--- src/rtl/adcs_pkg.sv ---
`timescale 1ns/1ps
package adcs_pkg;
  localparam int unsigned DEF_WORD_W  = 24;
  localparam int unsigned DEF_HDR_MAX = 4;
  localparam logic [23:0] DEF_RESET_WORD = 24'hFFFFFE;

  typedef enum logic {TX_IDLE, TX_SHIFT} tx_state_e;
endpackage

--- src/rtl/adcs_rst_sync.sv ---
`timescale 1ns/1ps
module adcs_rst_sync (
  input  logic clk,
  input  logic arst_n,
  output logic rst_n_o
);
  logic s1_q, s2_q;

  always_ff @(posedge clk or negedge arst_n) begin
    if (!arst_n) begin
      s1_q <= 1'b0;
      s2_q <= 1'b0;
    end else begin
      s1_q <= 1'b1;
      s2_q <= s1_q;
    end
  end

  assign rst_n_o = s2_q;
endmodule

--- src/rtl/adcs_edge_det.sv ---
`timescale 1ns/1ps
module adcs_edge_det (
  input  logic clk,
  input  logic rst_n,
  input  logic lvl_i,
  output logic rise_o
);
  logic prev_q, prev_d;

  always_comb begin
    prev_d = lvl_i;
    rise_o = lvl_i & ~prev_q;
  end

  always_ff @(posedge clk or negedge rst_n) begin
    if (!rst_n) prev_q <= 1'b0;
    else        prev_q <= prev_d;
  end
endmodule

--- src/rtl/adcs_pattern_tx.sv ---
`timescale 1ns/1ps
module adcs_pattern_tx
  import adcs_pkg::*;
#(
  parameter int unsigned WORD_W  = DEF_WORD_W,
  parameter int unsigned HDR_MAX = DEF_HDR_MAX,
  localparam int unsigned IDX_W  = $clog2(WORD_W),
  localparam int unsigned HC_W   = $clog2(HDR_MAX + 1)
) (
  input  logic              clk,
  input  logic              rst_n,
  input  logic              phase_rise_i,
  input  logic              adc_rise_i,
  input  logic [WORD_W-1:0] word_i,
  output logic              strobe_o,
  output logic              rx_start_o,
  output logic              restart_o,
  output logic              hdr_mode_o,
  output logic [HC_W-1:0]   hdr_cnt_o
);
  tx_state_e         state_q, state_d;
  logic [IDX_W-1:0]  idx_q, idx_d;
  logic [WORD_W-1:0] pat_q, pat_d;
  logic              seen_q, seen_d;
  logic              hdr_mode_q, hdr_mode_d;
  logic [HC_W-1:0]   hdr_cnt_q, hdr_cnt_d;
  logic [HC_W-1:0]   lz_c;
  logic              lz_stop;
  logic              cur_bit;

  // leading zeros of the incoming pattern, capped at HDR_MAX
  always_comb begin
    lz_c    = '0;
    lz_stop = 1'b0;
    for (int i = 0; i < int'(HDR_MAX); i++) begin
      if (!lz_stop) begin
        if (word_i[WORD_W-1-i]) lz_stop = 1'b1;
        else                    lz_c    = lz_c + 1'b1;
      end
    end
  end

  assign cur_bit = pat_q[idx_q];

  always_comb begin
    state_d    = state_q;
    idx_d      = idx_q;
    pat_d      = pat_q;
    seen_d     = seen_q;
    hdr_mode_d = hdr_mode_q;
    hdr_cnt_d  = hdr_cnt_q;
    rx_start_o = 1'b0;
    if (phase_rise_i) begin
      state_d    = TX_SHIFT;
      idx_d      = IDX_W'(WORD_W - 1);
      pat_d      = word_i;
      seen_d     = 1'b0;
      hdr_mode_d = word_i[0];
      hdr_cnt_d  = word_i[0] ? (HC_W'(HDR_MAX) - lz_c) : '0;
    end else if (state_q == TX_SHIFT && adc_rise_i) begin
      if (cur_bit && !seen_q) begin
        seen_d     = 1'b1;
        rx_start_o = 1'b1;
      end
      if (idx_q == '0) state_d = TX_IDLE;
      else             idx_d   = idx_q - 1'b1;
    end
  end

  always_ff @(posedge clk or negedge rst_n) begin
    if (!rst_n) begin
      state_q    <= TX_IDLE;
      idx_q      <= '0;
      pat_q      <= '0;
      seen_q     <= 1'b0;
      hdr_mode_q <= 1'b0;
      hdr_cnt_q  <= '0;
    end else begin
      state_q    <= state_d;
      idx_q      <= idx_d;
      pat_q      <= pat_d;
      seen_q     <= seen_d;
      hdr_mode_q <= hdr_mode_d;
      hdr_cnt_q  <= hdr_cnt_d;
    end
  end

  assign strobe_o   = (state_q == TX_SHIFT) & cur_bit;
  assign restart_o  = phase_rise_i;
  assign hdr_mode_o = hdr_mode_q;
  assign hdr_cnt_o  = hdr_cnt_q;

  // a phase edge loads the top bit index
  p_load_msb_r2: assert property (@(posedge clk) disable iff (!rst_n)
    phase_rise_i |=> (state_q == TX_SHIFT && idx_q == IDX_W'(WORD_W - 1)));
  // one step down per ADC edge
  p_idx_step_r2: assert property (@(posedge clk) disable iff (!rst_n)
    (state_q == TX_SHIFT && adc_rise_i && !phase_rise_i && idx_q != '0)
      |=> (idx_q == $past(idx_q) - 1'b1));
  // strobe falls after the bit-0 interval
  p_low_after_last_r3: assert property (@(posedge clk) disable iff (!rst_n)
    (state_q == TX_SHIFT && idx_q == '0 && adc_rise_i && !phase_rise_i) |=> !strobe_o);
  // a receive starts only while the line is high
  p_start_on_high_r5: assert property (@(posedge clk) disable iff (!rst_n)
    rx_start_o |-> strobe_o);
  // an all-zero pattern never starts a receive
  p_zero_quiet_r9: assert property (@(posedge clk) disable iff (!rst_n)
    (state_q == TX_SHIFT && pat_q == '0) |-> !rx_start_o);
endmodule

--- src/rtl/adcs_sample_rx.sv ---
`timescale 1ns/1ps
module adcs_sample_rx
  import adcs_pkg::*;
#(
  parameter int unsigned WORD_W  = DEF_WORD_W,
  parameter int unsigned HDR_MAX = DEF_HDR_MAX,
  localparam int unsigned HC_W   = $clog2(HDR_MAX + 1),
  localparam int unsigned CNT_W  = $clog2(WORD_W + 1)
) (
  input  logic              clk,
  input  logic              rst_n,
  input  logic              adc_rise_i,
  input  logic              sdata_i,
  input  logic              start_i,
  input  logic              restart_i,
  input  logic              hdr_mode_i,
  input  logic [HC_W-1:0]   hdr_cnt_i,
  output logic [WORD_W-1:0] word_o,
  output logic              valid_o
);
  logic              busy_q, busy_d;
  logic [CNT_W-1:0]  cnt_q, cnt_d;
  logic [WORD_W-1:0] sh_q, sh_d, sh_next;
  logic [WORD_W-1:0] word_q, word_d;
  logic              valid_q, valid_d;

  function automatic logic [WORD_W-1:0] rotl(input logic [WORD_W-1:0] v,
                                             input int unsigned h);
    logic [WORD_W-1:0] r;
    for (int i = 0; i < int'(WORD_W); i++)
      r[i] = v[(i + int'(WORD_W) - int'(h)) % int'(WORD_W)];
    return r;
  endfunction

  assign sh_next = {sh_q[WORD_W-2:0], sdata_i};

  always_comb begin
    busy_d  = busy_q;
    cnt_d   = cnt_q;
    sh_d    = sh_q;
    word_d  = word_q;
    valid_d = 1'b0;
    if (restart_i) begin
      busy_d = 1'b0;
      cnt_d  = '0;
    end else if (start_i) begin
      busy_d = 1'b1;
      cnt_d  = CNT_W'(1);
      sh_d   = sh_next;
    end else if (busy_q && adc_rise_i) begin
      sh_d = sh_next;
      if (cnt_q == CNT_W'(WORD_W - 1)) begin
        busy_d  = 1'b0;
        cnt_d   = '0;
        word_d  = hdr_mode_i ? rotl(sh_next, int'(hdr_cnt_i)) : sh_next;
        valid_d = 1'b1;
      end else begin
        cnt_d = cnt_q + 1'b1;
      end
    end
  end

  always_ff @(posedge clk or negedge rst_n) begin
    if (!rst_n) begin
      busy_q  <= 1'b0;
      cnt_q   <= '0;
      sh_q    <= '0;
      word_q  <= '0;
      valid_q <= 1'b0;
    end else begin
      busy_q  <= busy_d;
      cnt_q   <= cnt_d;
      sh_q    <= sh_d;
      word_q  <= word_d;
      valid_q <= valid_d;
    end
  end

  assign word_o  = word_q;
  assign valid_o = valid_q;

  // single-cycle valid
  p_valid_pulse_r8: assert property (@(posedge clk) disable iff (!rst_n)
    valid_q |=> !valid_q);
  // valid only after an active receive
  p_valid_after_busy_r8: assert property (@(posedge clk) disable iff (!rst_n)
    valid_q |-> $past(busy_q));
  // sample count stays inside the word
  p_cnt_range_r5: assert property (@(posedge clk) disable iff (!rst_n)
    cnt_q < CNT_W'(WORD_W));
  // a phase edge drops a partial receive
  p_restart_clears_r10: assert property (@(posedge clk) disable iff (!rst_n)
    restart_i |=> (!busy_q && !valid_q));
endmodule

--- src/rtl/adc_strobe_seq.sv ---
`timescale 1ns/1ps
module adc_strobe_seq
  import adcs_pkg::*;
#(
  parameter int unsigned WORD_W  = DEF_WORD_W,
  parameter int unsigned HDR_MAX = DEF_HDR_MAX,
  parameter logic [WORD_W-1:0] RESET_WORD = WORD_W'(DEF_RESET_WORD),
  localparam int unsigned HC_W   = $clog2(HDR_MAX + 1)
) (
  input  logic              clk,
  input  logic              rst_n,
  input  logic              phase_clk_i,
  input  logic              adc_clk_i,
  input  logic              word_we_i,
  input  logic [WORD_W-1:0] word_i,
  input  logic              sdata_i,
  output logic              strobe_o,
  output logic [WORD_W-1:0] adc_word_o,
  output logic              adc_valid_o
);
  localparam int unsigned N_EDGE = 2;

  logic              rst_sync_n;
  logic [N_EDGE-1:0] lvl, rise;
  logic [WORD_W-1:0] cfg_q, cfg_d;
  logic              rx_start, restart, hdr_mode;
  logic [HC_W-1:0]   hdr_cnt;

  adcs_rst_sync u_rst (
    .clk     (clk),
    .arst_n  (rst_n),
    .rst_n_o (rst_sync_n)
  );

  assign lvl = {adc_clk_i, phase_clk_i};

  for (genvar g = 0; g < int'(N_EDGE); g++) begin : g_edge
    adcs_edge_det u_det (
      .clk    (clk),
      .rst_n  (rst_sync_n),
      .lvl_i  (lvl[g]),
      .rise_o (rise[g])
    );
  end

  always_comb begin
    cfg_d = word_we_i ? word_i : cfg_q;
  end

  always_ff @(posedge clk or negedge rst_sync_n) begin
    if (!rst_sync_n) cfg_q <= RESET_WORD;
    else             cfg_q <= cfg_d;
  end

  adcs_pattern_tx #(.WORD_W(WORD_W), .HDR_MAX(HDR_MAX)) u_tx (
    .clk          (clk),
    .rst_n        (rst_sync_n),
    .phase_rise_i (rise[0]),
    .adc_rise_i   (rise[1]),
    .word_i       (cfg_q),
    .strobe_o     (strobe_o),
    .rx_start_o   (rx_start),
    .restart_o    (restart),
    .hdr_mode_o   (hdr_mode),
    .hdr_cnt_o    (hdr_cnt)
  );

  adcs_sample_rx #(.WORD_W(WORD_W), .HDR_MAX(HDR_MAX)) u_rx (
    .clk        (clk),
    .rst_n      (rst_sync_n),
    .adc_rise_i (rise[1]),
    .sdata_i    (sdata_i),
    .start_i    (rx_start),
    .restart_i  (restart),
    .hdr_mode_i (hdr_mode),
    .hdr_cnt_i  (hdr_cnt),
    .word_o     (adc_word_o),
    .valid_o    (adc_valid_o)
  );

  // the output word moves only with the valid pulse
  p_word_on_valid_r8: assert property (@(posedge clk) disable iff (!rst_sync_n)
    !$stable(adc_word_o) |-> adc_valid_o);
endmodule

--- config.mk ---
export PLATFORM = sky130hd
export DESIGN_NAME = adc_strobe_seq
export DESIGN_NICKNAME = d
export VERILOG_FILES = /design/src/rtl/adcs_pkg.sv /design/src/rtl/adcs_rst_sync.sv /design/src/rtl/adcs_edge_det.sv /design/src/rtl/adcs_pattern_tx.sv /design/src/rtl/adcs_sample_rx.sv /design/src/rtl/adc_strobe_seq.sv
export SDC_FILE = /design/constraint.sdc
export NUM_CORES = 1
export LEC_CHECK = 0
export ABC_AREA = 0
export BUFFER_PORTS_ARGS = -buffer_cell sky130_fd_sc_hd__buf_4
export CAP_MARGIN = 10
export CELL_PAD_IN_SITES_DETAIL_PLACEMENT = 0
export CELL_PAD_IN_SITES_GLOBAL_PLACEMENT = 1
export CORE_ASPECT_RATIO = 0.8
export CORE_MARGIN = 2
export CORE_UTILIZATION = 49
export CTS_CLUSTER_SIZE = 20
export DETAILED_ROUTE_END_ITERATION = 16
export GPL_TIMING_DRIVEN = 0
export PLACE_DENSITY_LB_ADDON = 0.1
export SYNTH_ARGS = -nofsm -noshare
export SYNTH_HDL_FRONTEND = slang
export SYNTH_SLANG_ARGS = --single-unit
--- constraint.sdc ---
create_clock -name clk -period 4.9 [get_ports clk]
set_input_delay 0.98 -clock clk [delete_from_list [all_inputs] [get_ports clk]]
set_output_delay 0.98 -clock clk [all_outputs]
set_load 0.01 [all_outputs]
== Yosys cells after proc, flatten, opt, wreduce, memory -nomap -nowiden ==
Index checks and enable logic that the tools add are counted.
Widths: inputs -> output; s select.

* Add/subtract/negate cells: 30
* Divide/modulo/power cells: 24
* Order comparisons: 25
* Eq/ne operators: 2
* Muxes and demuxes: 114
* Bitwise gates (word level): 7
* Reductions and logical operators: 17

{| class="wikitable"
|+ Operators with widths
! cell !! number
|-
| $lt 32x7->1 const B || 24
|-
| $mod 32x6->32 const B || 24
|-
| $bmux 1 s5 || 25
|-
| $sub 6x3->7 const A || 16
|-
| $mux 1 || 72
|-
| $sub 5x3->6 const A || 8
|-
| $mux 23 || 2
|-
| $mux 5 || 7
|-
| $mux 24 || 1
|-
| $mux 3 || 7
|-
| $reduce_and 2->1 || 5
|-
| $reduce_bool 2->1 || 4
|-
| $add 3x1->3 const B || 2
|-
| $lt 5x6->1 const B || 1
|-
| $reduce_bool 3->1 || 2
|-
| $add 5x1->5 const B || 1
|-
| $eq 5x5->1 const B || 1
|-
| $logic_not 5->1 || 1
|-
| $sub 5x1->5 const B || 1
|-
| $not 1->1 || 4
|-
| $reduce_and 4->1 || 1
|-
| $and 1x1->1 || 3
|-
| $logic_and 1x1->1 || 3
|-
| $sub 3x3->3 const A || 1
|-
| 3 further kinds || 3
|}

* Register bits: 117
* Input bits: 30
* Output and inout bits: 26
* Word-level logic and storage cells: 235

== Logic depth before layout (Yosys ltp) ==
Gate-level depths: netlist (run 1).

* Depth after elaboration: 12
* Mapped depth: 14
* Mapped depth without buffers: 11

== By module ==
Synthesis (run 1) repeated with hierarchy kept, for this count alone.

* Cell total of the unflattened synthesis: 565
* Area, all modules: 7058.0 um^2

{| class="wikitable"
|+ By module, submodules not included
! module !! instances !! cells each !! area an instance (um^2) !! seq. area each (um^2)
|-
| adcs_sample_rx || 1 || 385 || 4242.8 || 1351.3
|-
| adcs_pattern_tx || 1 || 122 || 1657.8 || 850.8
|-
| adc_strobe_seq || 1 || 51 || 1026.0 || 629.4
|-
| adcs_edge_det || 2 || 2 || 38.8 || 25.0
|-
| adcs_rst_sync || 1 || 3 || 53.8 || 50.0
|}

== Worst setup path before layout (run 1) ==
No wires, ideal clock.

* Kind: register to register
* Start point: reg u_tx.hdr_cnt_q[2], in the netlist u_tx.hdr_cnt_o[2]
* End point: reg u_rx.word_q[14], in the netlist u_rx.word_o[14]
* Setup time: 0.125 ns
* Arrival: 3.221 ns
* Data required time: 4.775 ns
* Slack: 1.554 ns
* Cell stages (with the launch flop): 11
* Buffers on the path: 2
* Period minus slack after synthesis: 3.346 ns
* Cells stage by stage: dfrtp_1 > clkbuf_1 > clkinv_1 > ha_1 > clkbuf_1 > mux4_2 > mux2_2 > and3_1 > o21ai_0 > a31oi_1 > mux2_2

* Word-level cells in the longest chain between the ends: 6

{| class="wikitable"
|+ Ends and longest elaborated chain
! what !! line !! source
|-
| from (decl) || adcs_pattern_tx.sv:26 || <nowiki>logic [HC_W-1:0] hdr_cnt_q, hdr_cnt_d;</nowiki>
|-
| from (signal assigned) || adcs_pattern_tx.sv:84 || <nowiki>hdr_cnt_q <= hdr_cnt_d;</nowiki>
|-
| $sub 6x3->7 || adcs_sample_rx.sv:31 || <nowiki>r[i] = v[(i + int'(WORD_W) - int'(h)) % int'(WORD_W)];</nowiki>
|-
| $mod 32x6->32 || adcs_sample_rx.sv:31 ||
|-
| $bmux 1 s5 || adcs_sample_rx.sv:31 ||
|-
| $mux 1 (implied by the code) (2 in a row) || adcs_sample_rx.sv:31 ||
|-
| $mux 24 || adcs_sample_rx.sv:55 || <nowiki>word_d = hdr_mode_i ? rotl(sh_next, int'(hdr_cnt_i)) : sh_next;</nowiki>
|-
| to (signal assigned) || adcs_sample_rx.sv:74 || <nowiki>word_q <= word_d;</nowiki>
|-
| to (decl) || adcs_sample_rx.sv:24 || <nowiki>logic [WORD_W-1:0] word_q, word_d;</nowiki>
|}

No other way between the ends. The select of a mux whose other input is x is not followed.
A chain may end at the register's enable or synchronous reset.

== Worst setup path in the final report (run 1) ==
* Start point: reg u_tx.hdr_cnt_q[2], in the netlist u_tx.hdr_cnt_o[2]
* End point: reg u_rx.word_q[22], in the netlist u_rx.word_o[22]

The elaborated chain is that of the path after synthesis.

==> impl_metrics.py, run 1 <==
metrics = {
    "drt": {
        "wirelength_um": 17050,
        "wl_met2_um": 7142,
        "top_layer": "met4",
        "dr.pass1.iters": 5,
        "num_vias": 5113,
        "wl_per_cell_um": 19.05,
        "ant_nets": 0,
        "met3_length_um": 1257,
        "vias_per_cell": 5.713,
        "wl_met1_um": 8404,
        "drt-initial-drc-count": 370,
        "drc": 0,
    },
    "clock_network": {
        "path_clk_slew_ns": 0.07,
        "cts_buffer_depth": 2,
        "h-tree-depth": 4,
        "cts_buffers": 17,
        "insertion_delay_ns": 0.43,
        "ctsHoldBuffers": 0,
        "cts_resized": 0,
        "root_buffer": "clkbuf_16",
        "cts_setup_buffers": 0,
        "cts_tree": "yes",
        "cts.sinks": 116,
    },
    "global_routing": {
        "gr-total-overflow": 0,
        "grt_max_degree": 66,
        "antenna_found_initial": 0,
        "grt_pass1_vias": 5154,
        "grt_usage_pct": 24.05,
        "grt_pass1_wl_um": 27830,
    },
    "worst_setup_path": {
        "crit_type": "reg2reg",
        "cp-end-kind": "register",
        "cp-start-kind": "register",
        "rr_worst_depth": 10,
        "cp.required_ns": 5.21,
        "path_max_fanout": 14,
        "arrival_ns": 4.61,
    },
    "floorplan": {
        "start_util_pct": 50.69,
        "fp.dieH_um": 110.6,
        "core_um2": 13740,
        "num_io_pins": 56,
        "rows": 38,
        "dieArea_um2": 15190,
        "dieWidth_um": 137.3,
    },
    "layout": {
        "fin_cells": 895,
        "post-route-cell-area_um2": 8213,
        "diodes": 0,
        "drive_above_1_share_pct": 33.99,
        "num-fill-cells": 1151,
        "area_growth_pct": 17.91,
        "nets": 763,
        "final_util_pct": 59.77,
    },
    "logic_synthesis": {
        "syn_area_um2": 6965,
        "synth_seq_cells": 116,
        "synth-main-ff-cell": "dfrtp_1",
        "synth_seq_area_share_pct": 42.09,
        "yosysWarnings": 0,
        "async_flop_share_pct": 100.0,
        "synth_cell_type_count": 59,
        "synth_edf_count": 0,
        "syn_nets": 689,
        "syn_area_per_cell_um2": 11.09,
        "syn_inst": 628,
    },
    "pwr": {
        "power_mw": 3.287,
        "power_frac_comb_pct": 25.5,
        "ir_drop_mv": 0.2556,
        "p_seq_share_pct": 36.4,
        "cellLeakagePower_nw": 3.767,
        "clkPwrFrac_pct": 38.1,
        "power.density_nw_per_um2": 400.2,
        "sw_frac_of_total_pct": 33.78,
        "p_sw_mw": 1.110,
        "internal_power_mw": 2.177,
    },
    "timing": {
        "finalHoldViolations": 0,
        "fin_worst_skew_ns": 0.01483,
        "fin_crit_sh_pct": 87.76,
        "slew-limit-headroom_pct": 54.13,
        "period_minus_slack_ns": 4.300,
        "rsz0062_at_grt": "no",
        "tns_ns": 0,
        "finalMaxSlewViolations": 0,
        "tightest_slew_ns": 0.6881,
        "fmax_mhz": 232.5,
        "finalSetupViolations": 0,
    },
    "worst_hold_path": {
        "holdCritPathClass": "in2async",
    },
    "job": {
        "max_cap_viol_count": 0,
    },
    "run_status": {
        "status": "completed",
    },
    "placement": {
        "portBuffers": 54,
        "dp_cells": 863,
        "place_congestion": 0.8665,
        "place_area_um2": 7627,
        "dpl.hpwl_um": 12270,
    },
}
## registers in the layout, indices dropped and copies added, names as in the netlist
| register | count |
|---|---|
| u_rx.busy_q | 1 |
| u_tx.hdr_cnt_o | 3 |
| u_rx.valid_o | 1 |
| u_rx.cnt_q | 5 |
| cfg_q | 24 |
| u_rx.word_o | 24 |
| u_tx.seen_q | 1 |
| u_rst.s1_q | 1 |
| u_tx.state_q | 1 |
| u_tx.pat_q | 24 |
| u_rx.sh_q | 23 |
| g_edge.u_det.prev_q | 2 |
| u_rst.rst_n_o | 1 |
| u_tx.idx_q | 5 |
## power by group through the flow
stage | combinational, mW | sequential (mW) | clock (mW)
after floorplan | 0.631 | 1.16 | 0
after global placement | 0.790 | 1.21 | 0
after detailed placement | 0.826 | 1.21 | 0
after CTS | 0.830 | 1.19 | 1.27
after global routing | 0.920 | 1.21 | 1.33
final | 0.837 | 1.20 | 1.25
## critical path: stages, from the launching register on
cell and delay, ns:
dfrtp_1 0.54, clkbuf_1 0.35, clkinv_1 0.55, ha_1 0.49
clkbuf_1 0.52, mux4_2 0.58, mux2_2 0.30, nand2_1 0.07
o21ai_0 0.16, mux2_2 0.33, mux2_2 0.26
## per-layer routing
| layer | GRT usage, % | vias up |
|---|---|---|
| met2 | 33.80 | 193 |
| met4 | 7.285 | 0 |
| li1 | - | 2378 |
| met1 | 36.56 | 2511 |
| met5 | 0 | - |
| met3 | 5.693 | 31 |
## per-stage QoR
stage / hold WS, ns / worst slack [ns]
global route: 0.3112 / 0.3974
CTS: 0.3129 / 0.7354
finish: 0.3247 / 0.5995
detailed placement: 0.3485 / 0.7624
floorplan: 0.3312 / 1.469
global placement: 0.3379 / 0.2428
## cell usage after synthesis (all sizes together) (3+ instances only)
library cell / instances / area (µm²)
nand2: 109 / 409.1
dfrtp: 93 / 2327
mux2: 87 / 1055
nor2: 39 / 146.4
ha: 31 / 387.9
mux4: 29 / 653.1
mux2i: 27 / 270.3
inv: 26 / 97.59
a21oi: 24 / 123.9
dfstp: 23 / 604.3
clkbuf: 17 / 63.81
o21ai: 17 / 85.08
buf: 16 / 108.8
a31oi: 9 / 56.30
nand2b: 8 / 50.05
nor2b: 7 / 43.79
nor3: 7 / 35.03
nand3: 6 / 30.03
o211ai: 6 / 45.04
and2: 3 / 18.77
nand3b: 3 / 22.52
o22ai: 3 / 18.77
xor2: 3 / 26.28
## logic make-up (layout without fill, tap and decap cells)
family | count (synthesis) | after routing | synth area share, %
xor gates and xnor gates | 5 | 5 | 0.6288
other | 1 | 1 | 0.05384
and+or+nand+nor | 193 | 193 | 12.11
DFF | 116 | 116 | 42.09
buffers and inverters | 61 | 148 | 3.988
muxes | 143 | 143 | 28.40
adders and majority gates | 31 | 31 | 5.569
AOI/OAI and AO/OA | 78 | 78 | 7.167
## cell type report
type | count | area (µm²) | share of cell area (%)
Buffer | 33 | 172.7 | 2.102
Inverter | 28 | 105.1 | 1.280
Timing Repair Buffer | 55 | 432.9 | 5.271
Clock inverter | 15 | 160.2 | 1.950
Multi-Input combinational cell | 451 | 3756 | 45.73
Tap cell | 180 | 225.2 | 2.742
Clock buffer | 17 | 425.4 | 5.180
Sequential cell | 116 | 2935 | 35.74
## worst paths after layout
kind	startpoint	end	slack, ns
min	rst_n	u_rst.rst_n_o$_DFF_PN0_	0.32
max in group asynchronous	u_rst.rst_n_o$_DFF_PN0_	cfg_q[22]$_DFFE_PN1P_	3.73
min in group clk	u_rst.s1_q$_DFF_PN0_	u_rst.rst_n_o$_DFF_PN0_	0.36
min reg2reg	u_rst.s1_q$_DFF_PN0_	u_rst.rst_n_o$_DFF_PN0_	0.36
max	u_tx.hdr_cnt_o[2]$_DFFE_PN0P_	u_rx.word_o[22]$_DFFE_PN0P_	0.60
max reg2reg	u_tx.hdr_cnt_o[2]$_DFFE_PN0P_	u_rx.word_o[22]$_DFFE_PN0P_	0.60
## placed cells by master, fill, tap and decap left out, drive strengths merged, types with 8 or more instances in the layout
cell / Yosys / final
a21oi: 24 / 24
a31oi: 9 / 9
buf: 16 / 71
clkbuf: 17 / 34
dfrtp: 93 / 93
dfstp: 23 / 23
ha: 31 / 31
inv: 26 / 37
mux2: 87 / 87
mux2i: 27 / 27
mux4: 29 / 29
nand2: 109 / 109
nand2b: 8 / 8
nor2: 39 / 39
o21ai: 17 / 17
No activity file was read; power rests on OpenSTA's default activity.
==> run 2: changes to the inputs <==
CORE_ASPECT_RATIO = unset   (was 0.8)
==> run 2 against run 1 <==
- final cell count unchanged
- sequential cell count stayed put
- sequential share of layout area about the same
- critical path type unchanged
- largest cell class unchanged
==> impl_metrics.py, run 2 (synthesis results as in run 1) <==
metrics = {
    "worst_setup_path": {
        "arrival_ns": 4.47,
        "cp.required_ns": 5.20,
        "path_max_fanout": 14,
        "cp-start-kind": "register",
        "crit_type": "reg2reg",
        "cp-end-kind": "register",
    },
    "timing": {
        "finalMaxSlewViolations": 0,
        "period_minus_slack_ns": 4.166,
        "fin_crit_sh_pct": 85.01,
        "tns_ns": 0,
        "slew-limit-headroom_pct": 39.18,
        "fmax_mhz": 240.1,
        "fin_worst_skew_ns": 0.005390,
        "finalSetupViolations": 0,
        "finalHoldViolations": 0,
        "rsz0062_at_grt": "no",
        "tightest_slew_ns": 0.9124,
    },
    "clock_network": {
        "path_clk_slew_ns": 0.05,
        "cts_resized": 0,
        "insertion_delay_ns": 0.42,
        "cts_tree": "yes",
        "h-tree-depth": 4,
        "cts_setup_buffers": 0,
        "cts_buffers": 17,
        "cts_buffer_depth": 2,
        "cts.sinks": 116,
        "ctsHoldBuffers": 0,
        "root_buffer": "clkbuf_16",
    },
    "pwr": {
        "cellLeakagePower_nw": 3.757,
        "power.density_nw_per_um2": 394.4,
        "ir_drop_mv": 0.2375,
    },
    "floorplan": {
        "dieWidth_um": 123.2,
        "dieArea_um2": 15180,
        "core_um2": 13880,
        "fp.dieH_um": 123.2,
        "num_io_pins": 56,
        "start_util_pct": 50.18,
        "rows": 43,
    },
    "layout": {
        "diodes": 0,
        "final_util_pct": 59.18,
        "drive_above_1_share_pct": 33.85,
        "area_growth_pct": 17.93,
        "nets": 763,
        "num-fill-cells": 1186,
        "mostFrequentLayoutCells": "nand2_1 (109), dfrtp_1 (92), mux2_2 (66)",
        "final_common_cell": "nand2_1",
    },
    "global_routing": {
        "grt_max_degree": 67,
        "grt_pass1_vias": 5251,
        "grt_usage_pct": 22.99,
        "gr-total-overflow": 0,
        "grt_pass1_wl_um": 26210,
        "antenna_found_initial": 0,
    },
    "drt": {
        "wirelength_um": 16360,
        "wl_per_cell_um": 18.27,
        "drc": 0,
        "vias_per_cell": 5.720,
        "dr.pass1.iters": 5,
        "drt-initial-drc-count": 256,
        "ant_nets": 0,
        "num_vias": 5119,
    },
    "placement": {
        "place_congestion": 0.8696,
        "dpl.hpwl_um": 11800,
        "portBuffers": 54,
    },
    "job": {
        "max_cap_viol_count": 0,
    },
    "run_status": {
        "status": "completed",
    },
    "worst_hold_path": {
        "holdCritPathClass": "in2async",
    },
}
## run 2: worst max-delay path, cell delays in order, from the launching register on
cell and delay, ns:
dfrtp_1 0.59, clkbuf_1 0.31, clkinv_1 0.54, ha_1 0.50, clkbuf_1 0.49, mux4_2 0.58
mux2_2 0.31, and3_1 0.17, o21ai_0 0.18, a31oi_1 0.11, mux2_2 0.26
## run 2: stage by stage
stage                     cells  setup WS [ns]  hold slack [ns]  area, µm²  total power, mW
after floorplan             628          1.469           0.3312       6965            1.792
after global placement      862         0.1729           0.3369       7596            1.994
after detailed placement    863         0.7631           0.3428       7627            2.025
after CTS                   895         0.7535           0.3141       8214            3.264
after global routing        895         0.4869           0.3169       8214            3.391
final                       895         0.7344           0.3337       8214            3.240
## run 2: final timing paths
check                                              end  cells after the start                           from  slack, ns
setup / recovery           u_rx.word_o[14]$_DFFE_PN0P_                     10  u_tx.hdr_cnt_o[2]$_DFFE_PN0P_       0.73
hold / removal                    u_rst.s1_q$_DFF_PN0_                      1                          rst_n       0.33
setup reg to reg           u_rx.word_o[14]$_DFFE_PN0P_                     10  u_tx.hdr_cnt_o[2]$_DFFE_PN0P_       0.73
hold reg to reg                u_rst.rst_n_o$_DFF_PN0_                      0           u_rst.s1_q$_DFF_PN0_       0.35
max in group asynchronous         cfg_q[3]$_DFFE_PN1P_                      1        u_rst.rst_n_o$_DFF_PN0_       3.65
min in group clk               u_rst.rst_n_o$_DFF_PN0_                      0           u_rst.s1_q$_DFF_PN0_       0.35
## run 2: where the power goes
part	switching [mW]	total [mW]	internal, mW
clock	0.449	1.22	0.773
combinational	0.429	0.817	0.388
sequential	0.133	1.20	1.07
## run 2: cell type report
cell class	instances	area [µm²]	share of cell area, %
Inverter	28	105.1	1.280
Buffer	33	172.7	2.102
Clock inverter	12	130.1	1.584
Tap cell	180	225.2	2.742
Multi-Input combinational cell	451	3756	45.73
Sequential cell	116	2935	35.74
Timing Repair Buffer	55	432.9	5.270
Clock buffer	20	456.7	5.560
## run 2: per-layer routing
metal	part of all wire (%)	GRT usage (%)
met1	41	27.28
met2	50	39.29
met3	4.8	5.535
met4	3.6	10.80
met5	0	0
